### config.mk
export PLATFORM = sky130hd
export DESIGN_NAME = halt_wake_ctrl
export DESIGN_NICKNAME = d
export VERILOG_FILES = /design/src/rtl/hwc_pkg.sv /design/src/rtl/hwc_port_sync.sv /design/src/rtl/hwc_stall_timer.sv /design/src/rtl/hwc_wake_arb.sv /design/src/rtl/halt_wake_ctrl.sv
export SDC_FILE = /design/constraint.sdc
export NUM_CORES = 1
export LEC_CHECK = 0
export BUFFER_PORTS_ARGS = -buffer_cell sky130_fd_sc_hd__clkbuf_2
export CELL_PAD_IN_SITES_DETAIL_PLACEMENT = 2
export CELL_PAD_IN_SITES_GLOBAL_PLACEMENT = 2
export CORE_UTILIZATION = 33
export DETAILED_ROUTE_END_ITERATION = 6
export GPL_ROUTABILITY_DRIVEN = 0
export PLACE_DENSITY_LB_ADDON = 0.1
export SYNTH_ARGS = -nofsm -noshare
export SYNTH_HDL_FRONTEND = slang
export SYNTH_SLANG_ARGS = --single-unit
export TNS_END_PERCENT = 10
### constraint.sdc
create_clock -name clk -period 2.3 [get_ports clk]
set_clock_uncertainty 0.05 [all_clocks]
set_input_delay 0.23 -clock clk [delete_from_list [all_inputs] [get_ports clk]]
set_output_delay 0.23 -clock clk [all_outputs]
set_load 0.02 [all_outputs]
### src/rtl/hwc_pkg.sv
// Shared types for the halt/wake controller.
// Assumes nothing beyond IEEE 1800-2017 enum support.
package hwc_pkg;
    typedef enum logic [1:0] {
        ST_RUN   = 2'd0,
        ST_HALT  = 2'd1,
        ST_STALL = 2'd2
    } hwc_state_t;

    typedef enum logic [1:0] {
        ACT_NONE   = 2'd0,
        ACT_RESUME = 2'd1,
        ACT_VECTOR = 2'd2,
        ACT_WARM   = 2'd3
    } hwc_act_t;
endpackage

### src/rtl/hwc_port_sync.sv
// Per-pin two-flop synchronizer followed by a falling-edge detector.
// Assumes pins are asynchronous to clk; flops reset to 0 so that no
// false fall is reported after reset.
module hwc_port_sync #(
    parameter int PORT_W = 8
) (
    input  logic              clk,
    input  logic              rst_n,
    input  logic [PORT_W-1:0] pin_i,
    input  logic [PORT_W-1:0] wake_en_i,
    output logic [PORT_W-1:0] fall_o
);
    logic [PORT_W-1:0] meta_q;
    logic [PORT_W-1:0] sync_q;
    logic [PORT_W-1:0] prev_q;

    for (genvar i = 0; i < PORT_W; i++) begin : g_pin
        // Synchronize pin i and keep its previous synchronized value.
        always_ff @(posedge clk) begin
            if (!rst_n) begin
                meta_q[i] <= 1'b0;
                sync_q[i] <= 1'b0;
                prev_q[i] <= 1'b0;
            end else begin
                meta_q[i] <= pin_i[i];
                sync_q[i] <= meta_q[i];
                prev_q[i] <= sync_q[i];
            end
        end

        // Report an enabled high-to-low transition.
        always_comb begin
            fall_o[i] = prev_q[i] & ~sync_q[i] & wake_en_i[i];
        end
    end
endmodule

### src/rtl/hwc_stall_timer.sv
// Post-wake stall timer: busy for exactly CYCLES clocks after start.
// A start while busy restarts the count. Assumes CYCLES >= 2.
module hwc_stall_timer #(
    parameter int CYCLES = 1024
) (
    input  logic clk,
    input  logic rst_n,
    input  logic start_i,
    output logic busy_o,
    output logic done_o
);
    localparam int CW = $clog2(CYCLES + 1);
    localparam logic [CW-1:0] LAST = CW'(CYCLES - 1);

    logic [CW-1:0] cnt_q;
    logic          busy_q;

    // Count stall cycles; start has priority over completion.
    always_ff @(posedge clk) begin
        if (!rst_n) begin
            cnt_q  <= '0;
            busy_q <= 1'b0;
        end else if (start_i) begin
            cnt_q  <= '0;
            busy_q <= 1'b1;
        end else if (busy_q) begin
            if (cnt_q == LAST) begin
                busy_q <= 1'b0;
                cnt_q  <= '0;
            end else begin
                cnt_q <= cnt_q + 1'b1;
            end
        end
    end

    // Flag the last busy cycle.
    always_comb begin
        busy_o = busy_q;
        done_o = busy_q && (cnt_q == LAST) && !start_i;
    end
endmodule

### src/rtl/hwc_wake_arb.sv
// Wake arbiter for the halted state. Priority: watchdog, interrupt, port.
// Picks the action to run once the stall completes. External reset is
// handled by the caller above this arbiter.
module hwc_wake_arb
    import hwc_pkg::*;
#(
    parameter int IRQ_W = 4
) (
    input  logic             wdt_ovf_i,
    input  logic [IRQ_W-1:0] irq_req_i,
    input  logic [IRQ_W-1:0] irq_en_i,
    input  logic [IRQ_W-1:0] irq_mask_i,
    input  logic             stack_full_i,
    input  logic             port_fall_i,
    output logic             wake_o,
    output hwc_act_t         act_o
);
    logic [IRQ_W-1:0] fresh;

    // Choose the wake action by fixed priority.
    always_comb begin
        fresh  = irq_req_i & ~irq_mask_i;
        wake_o = 1'b1;
        act_o  = ACT_NONE;
        if (wdt_ovf_i) begin
            act_o = ACT_WARM;
        end else if (|fresh) begin
            act_o = ((|(fresh & irq_en_i)) && !stack_full_i) ? ACT_VECTOR : ACT_RESUME;
        end else if (port_fall_i) begin
            act_o = ACT_RESUME;
        end else begin
            wake_o = 1'b0;
        end
    end
endmodule

### src/rtl/halt_wake_ctrl.sv
// Halt, wake-up and reset-status controller (top).
// Sequences run -> halt -> stall -> run, keeps the power-down and
// time-out flags, and pulses the post-stall action. Assumes all strobes
// are synchronous to clk except port_i.
module halt_wake_ctrl
    import hwc_pkg::*;
#(
    parameter int PORT_W       = 8,
    parameter int IRQ_W        = 4,
    parameter int STALL_CYCLES = 1024
) (
    input  logic              clk,
    input  logic              rst_n,
    input  logic              ext_rst_i,
    input  logic              halt_i,
    input  logic              clr_wdt_i,
    input  logic              wdt_ovf_i,
    input  logic [PORT_W-1:0] port_i,
    input  logic [PORT_W-1:0] port_wake_en_i,
    input  logic [IRQ_W-1:0]  irq_req_i,
    input  logic [IRQ_W-1:0]  irq_en_i,
    input  logic              stack_full_i,
    output logic              osc_stop_o,
    output logic              stall_o,
    output logic              cold_rst_o,
    output logic              warm_rst_o,
    output logic              take_irq_o,
    output logic              wdt_clr_o,
    output logic              pdf_o,
    output logic              to_o
);
    hwc_state_t       state_q;
    hwc_act_t         act_q;
    hwc_act_t         arb_act;
    logic [IRQ_W-1:0] mask_q;
    logic [PORT_W-1:0] port_fall;
    logic             arb_wake;
    logic             timer_start;
    logic             timer_busy;
    logic             timer_done;
    logic             pdf_q, to_q;
    logic             cold_q, warm_q, take_q;

    hwc_port_sync #(.PORT_W(PORT_W)) u_sync (
        .clk       (clk),
        .rst_n     (rst_n),
        .pin_i     (port_i),
        .wake_en_i (port_wake_en_i),
        .fall_o    (port_fall)
    );

    hwc_wake_arb #(.IRQ_W(IRQ_W)) u_arb (
        .wdt_ovf_i    (wdt_ovf_i),
        .irq_req_i    (irq_req_i),
        .irq_en_i     (irq_en_i),
        .irq_mask_i   (mask_q),
        .stack_full_i (stack_full_i),
        .port_fall_i  (|port_fall),
        .wake_o       (arb_wake),
        .act_o        (arb_act)
    );

    hwc_stall_timer #(.CYCLES(STALL_CYCLES)) u_timer (
        .clk     (clk),
        .rst_n   (rst_n),
        .start_i (timer_start),
        .busy_o  (timer_busy),
        .done_o  (timer_done)
    );

    // Start the stall on a halted wake or on an external reset outside run.
    always_comb begin
        timer_start = ext_rst_i ? (state_q != ST_RUN)
                                : ((state_q == ST_HALT) && arb_wake);
    end

    // Main sequencer, status flags and one-cycle action pulses.
    always_ff @(posedge clk) begin
        if (!rst_n) begin
            state_q <= ST_RUN;
            act_q   <= ACT_NONE;
            mask_q  <= '0;
            pdf_q   <= 1'b0;
            to_q    <= 1'b0;
            cold_q  <= 1'b0;
            warm_q  <= 1'b0;
            take_q  <= 1'b0;
        end else begin
            cold_q <= 1'b0;
            warm_q <= 1'b0;
            take_q <= 1'b0;
            if (ext_rst_i) begin
                cold_q <= 1'b1;
                if (state_q != ST_RUN) begin
                    state_q <= ST_STALL;
                    act_q   <= ACT_NONE;
                end
            end else begin
                unique case (state_q)
                    ST_RUN: begin
                        if (halt_i) begin
                            state_q <= ST_HALT;
                            pdf_q   <= 1'b1;
                            to_q    <= 1'b0;
                            mask_q  <= irq_req_i;
                        end else if (wdt_ovf_i) begin
                            cold_q <= 1'b1;
                            to_q   <= 1'b1;
                        end else if (clr_wdt_i) begin
                            pdf_q <= 1'b0;
                        end
                    end
                    ST_HALT: begin
                        mask_q <= mask_q & irq_req_i;
                        if (arb_wake) begin
                            state_q <= ST_STALL;
                            act_q   <= arb_act;
                            if (arb_act == ACT_WARM) begin
                                to_q <= 1'b1;
                            end
                        end
                    end
                    ST_STALL: begin
                        if (timer_done) begin
                            state_q <= ST_RUN;
                            warm_q  <= (act_q == ACT_WARM);
                            take_q  <= (act_q == ACT_VECTOR);
                            act_q   <= ACT_NONE;
                        end
                    end
                    default: state_q <= ST_RUN;
                endcase
            end
        end
    end

    // Drive the outputs from state and registers.
    always_comb begin
        osc_stop_o = (state_q == ST_HALT);
        stall_o    = timer_busy;
        cold_rst_o = cold_q;
        warm_rst_o = warm_q;
        take_irq_o = take_q;
        wdt_clr_o  = (state_q == ST_RUN) && halt_i && !ext_rst_i;
        pdf_o      = pdf_q;
        to_o       = to_q;
    end
endmodule

==> flow_summary.json <==
{
  "ys_seq_area_share_pct": 48.04,
  "synth_edf_count": 0,
  "yosysWarningCount": 0,
  "num_vias": 1601,
  "cp-start-kind": "register",
  "cts_resized": 0,
  "worst-path-buf-inv": 2,
  "worstPathCellList": "or2_1 > nor3b_1 > buf_4 > clkbuf_2",
  "max_stage_delay_ps": 410,
  "grt_max_degree": 28,
  "critPathSlowestCell": "dfxtp_1",
  "cts_tree": "built",
  "overflow": 0,
  "ys_ff_latch": 49,
  "cts_buffers": 5,
  "required_ps": 2020,
  "fmax_mhz": 521.4,
  "routed_via_density": 4.988,
  "final_nets": 277,
  "timing.final.crit_share_pct": 83.39,
  "power.leakage_nw": 0.9820,
  "slew_viol_final": 0,
  "syn_area_sq_mm": 0.002042,
  "worst_pin_slew_ps": 606.3,
  "critPathTopFamily": "simple AND/OR/NAND/NOR gates",
  "power.density_mw_per_mm2": 677.2,
  "synth_area_leaders": "dfxtp_1 48%, and2_1 8.6%, and4_1 3.0%",
  "avgSynthCellArea_sq_um": 9.770,
  "clock-sinks": 49,
  "clock_latency_ps": 310,
  "fp-row-count": 28,
  "crit_path_end_kind": "output port",
  "grt_pass1_wl_um": 7948,
  "dieArea_sq_mm": 0.006506,
  "wl_per_cell_um": 14.62,
  "core_sq_mm": 0.005956,
  "n_fill_cell": 678,
  "post-dp-hpwl_um": 3435,
  "cts_root_buffer": "clkbuf_8",
  "relSlewSlack_pct": 59.05,
  "synth_ff_type": "dfxtp_1",
  "die_x_um": 80.66,
  "tns_ps": 0,
  "async_flop_share_pct": 0,
  "syn_to_final_growth_pct": 16.61,
  "first_global_vias": 1669,
  "drt_first_pass_iters": 4,
  "synth_cells": 209,
  "vdd_ir_drop_max_v": 0.0002590,
  "cts_buffer_depth": 2,
  "io-pin-count": 39,
  "fin_crit_ps": 1918,
  "finalSetupViolCount": 0,
  "fin_total_pwr_mw": 1.613,
  "final_util_pct": 39.98,
  "hold_buffers": 0,
  "ys_top_cells_by_count": "49 x dfxtp_1, 28 x and2_1, 11 x nand2_1, 11 x o21ai_0, 8 x clkbuf_1",
  "io_buffers": 38,
  "status": "finished, final reports clean",
  "grt_usage_pct": 16.26,
  "synth_most_common_cell": "dfxtp_1",
  "drive_above_1_share_pct": 21.54,
  "path_clk_slew_ps": 100,
  "drt_wl_total_um": 4693,
  "rsz0062_at_grt": "false",
  "hp-class": "input pin to register",
  "path_depth": 4,
  "hold_violations": 0,
  "yosysUniqueCellTypes": 44,
  "yosysTopAreaCell": "dfxtp_1",
  "antenna_found_initial": 0,
  "maxCapViolCount": 0,
  "crit_arrival_ps": 1640,
  "ant_nets": 0,
  "ff2ff_path_depth": 5,
  "drc": 0,
  "die_y_um": 80.66,
  "cts_setup_buffers": 0,
  "num_antenna_cells": 0,
  "cts_htree_levels": 2,
  "holdPathStages": 2,
  "timing.setup.critical_path_class": "register to output port",
  "drtIter0Drc": 29,
  "worst-path-max-fanout": 10,
  "synth_top_area_share_pct": 48.04,
  "start_util_pct": 34.29,
  "synth_nets": 241
}
flip-flops by register name (all words and copies together), names as in the netlist:
signal          flops
u_timer.cnt_q      11
u_sync.meta_q       8
u_sync.prev_q       8
u_sync.sync_q       8
mask_q              4
act_q               2
state_q             2
cold_rst_o          1
pdf_o               1
take_irq_o          1
to_o                1
u_timer.busy_o      1
warm_rst_o          1
placed cells by master, fill, tap and decap left out, types with 2 or more instances in the layout:
| master | instances |
|---|---|
| nand4_1 | 5 |
| o21a_1 | 2 |
| buf_4 | 2 |
| nor2b_1 | 7 |
| nor3_1 | 6 |
| o21ai_0 | 11 |
| clkbuf_8 | 5 |
| a21oi_1 | 2 |
| nand3b_1 | 5 |
| nand3_1 | 3 |
| nand2b_1 | 2 |
| mux2i_1 | 3 |
| and2_1 | 28 |
| nor2_1 | 4 |
| nand2_1 | 11 |
| dfxtp_1 | 49 |
| and3b_1 | 4 |
| a31oi_1 | 5 |
| and4_1 | 7 |
| xor2_1 | 2 |
| clkbuf_2 | 38 |
| inv_1 | 7 |
| xnor2_1 | 6 |
| and3_1 | 7 |
| nor3b_1 | 3 |
power by group:
group,leakage [nW],switching [mW],total (mW),internal (mW)
logic,0.531,0.0834,0.156,0.0730
clock network,0.0506,0.327,0.555,0.228
registers,0.401,0.0211,0.901,0.880
kinds of logic (layout without fill, tap and decap cells):
kind of cell | after synthesis | count (layout) | share of synthesized area, %
compound gates | 30 | 30 | 10.48
buf+inv | 18 | 55 | 4.105
flops | 49 | 49 | 48.04
fa+ha+maj | 1 | 1 | 0.6126
simple gates | 100 | 100 | 31.86
mux | 3 | 3 | 1.471
xor+xnor | 8 | 8 | 3.432
final timing paths:
kind	start	end	slack, ps
setup / recovery	state_q[1]$_SDFFE_PN0P_	wdt_clr_o	380
hold reg to reg	u_sync.meta_q[1]$_SDFF_PN0_	u_sync.sync_q[1]$_SDFF_PN0_	390
hold / removal	port_i[5]	u_sync.meta_q[5]$_SDFF_PN0_	70
setup reg to reg	mask_q[0]$_SDFFE_PN0P_	u_timer.cnt_q[7]$_SDFFE_PP0P_	440
final cells by class:
| type | count | area, sq um | area share, % |
|---|---|---|---|
| Clock buffer | 5 | 68.82 | 2.890 |
| Clock inverter | 3 | 28.78 | 1.209 |
| Inverter | 7 | 26.28 | 1.104 |
| Multi-Input combinational cell | 142 | 977.2 | 41.04 |
| Sequential cell | 49 | 980.9 | 41.20 |
| Tap cell | 75 | 93.84 | 3.941 |
| Timing Repair Buffer | 40 | 205.2 | 8.618 |
per-stage QoR:
step | worst slack [ps] | area, sq um | hold slack [ps] | cells
finish | 381.9 | 2381 | 69.29 | 321
detailed placement | 400.2 | 2283 | 372.0 | 313
CTS | 354.9 | 2381 | 61.44 | 321
floorplan | 513.3 | 2042 | 307.3 | 209
global route | 236.3 | 2381 | 59.98 | 321
global placement | 454.5 | 2283 | 365.2 | 313
layer usage:
layer / vias up / share of wire, % / global-route usage (%) / wire length, um
met5: - / 0 / 0 / 0
met4: 0 / 1.1 / 4.821 / 51
met3: 8 / 3.4 / 4.205 / 161
met2: 22 / 47 / 26.61 / 2229
met1: 772 / 48 / 20.78 / 2251
li1: 799 / - / - / -
worst reg2reg max path, delay by kind of cell (launching register included):
kind | cells | cell delay [ps]
simple gates | 3 | 510
compound gates | 2 | 860
flops | 1 | 390
No activity file was read; power rests on OpenSTA's default activity.
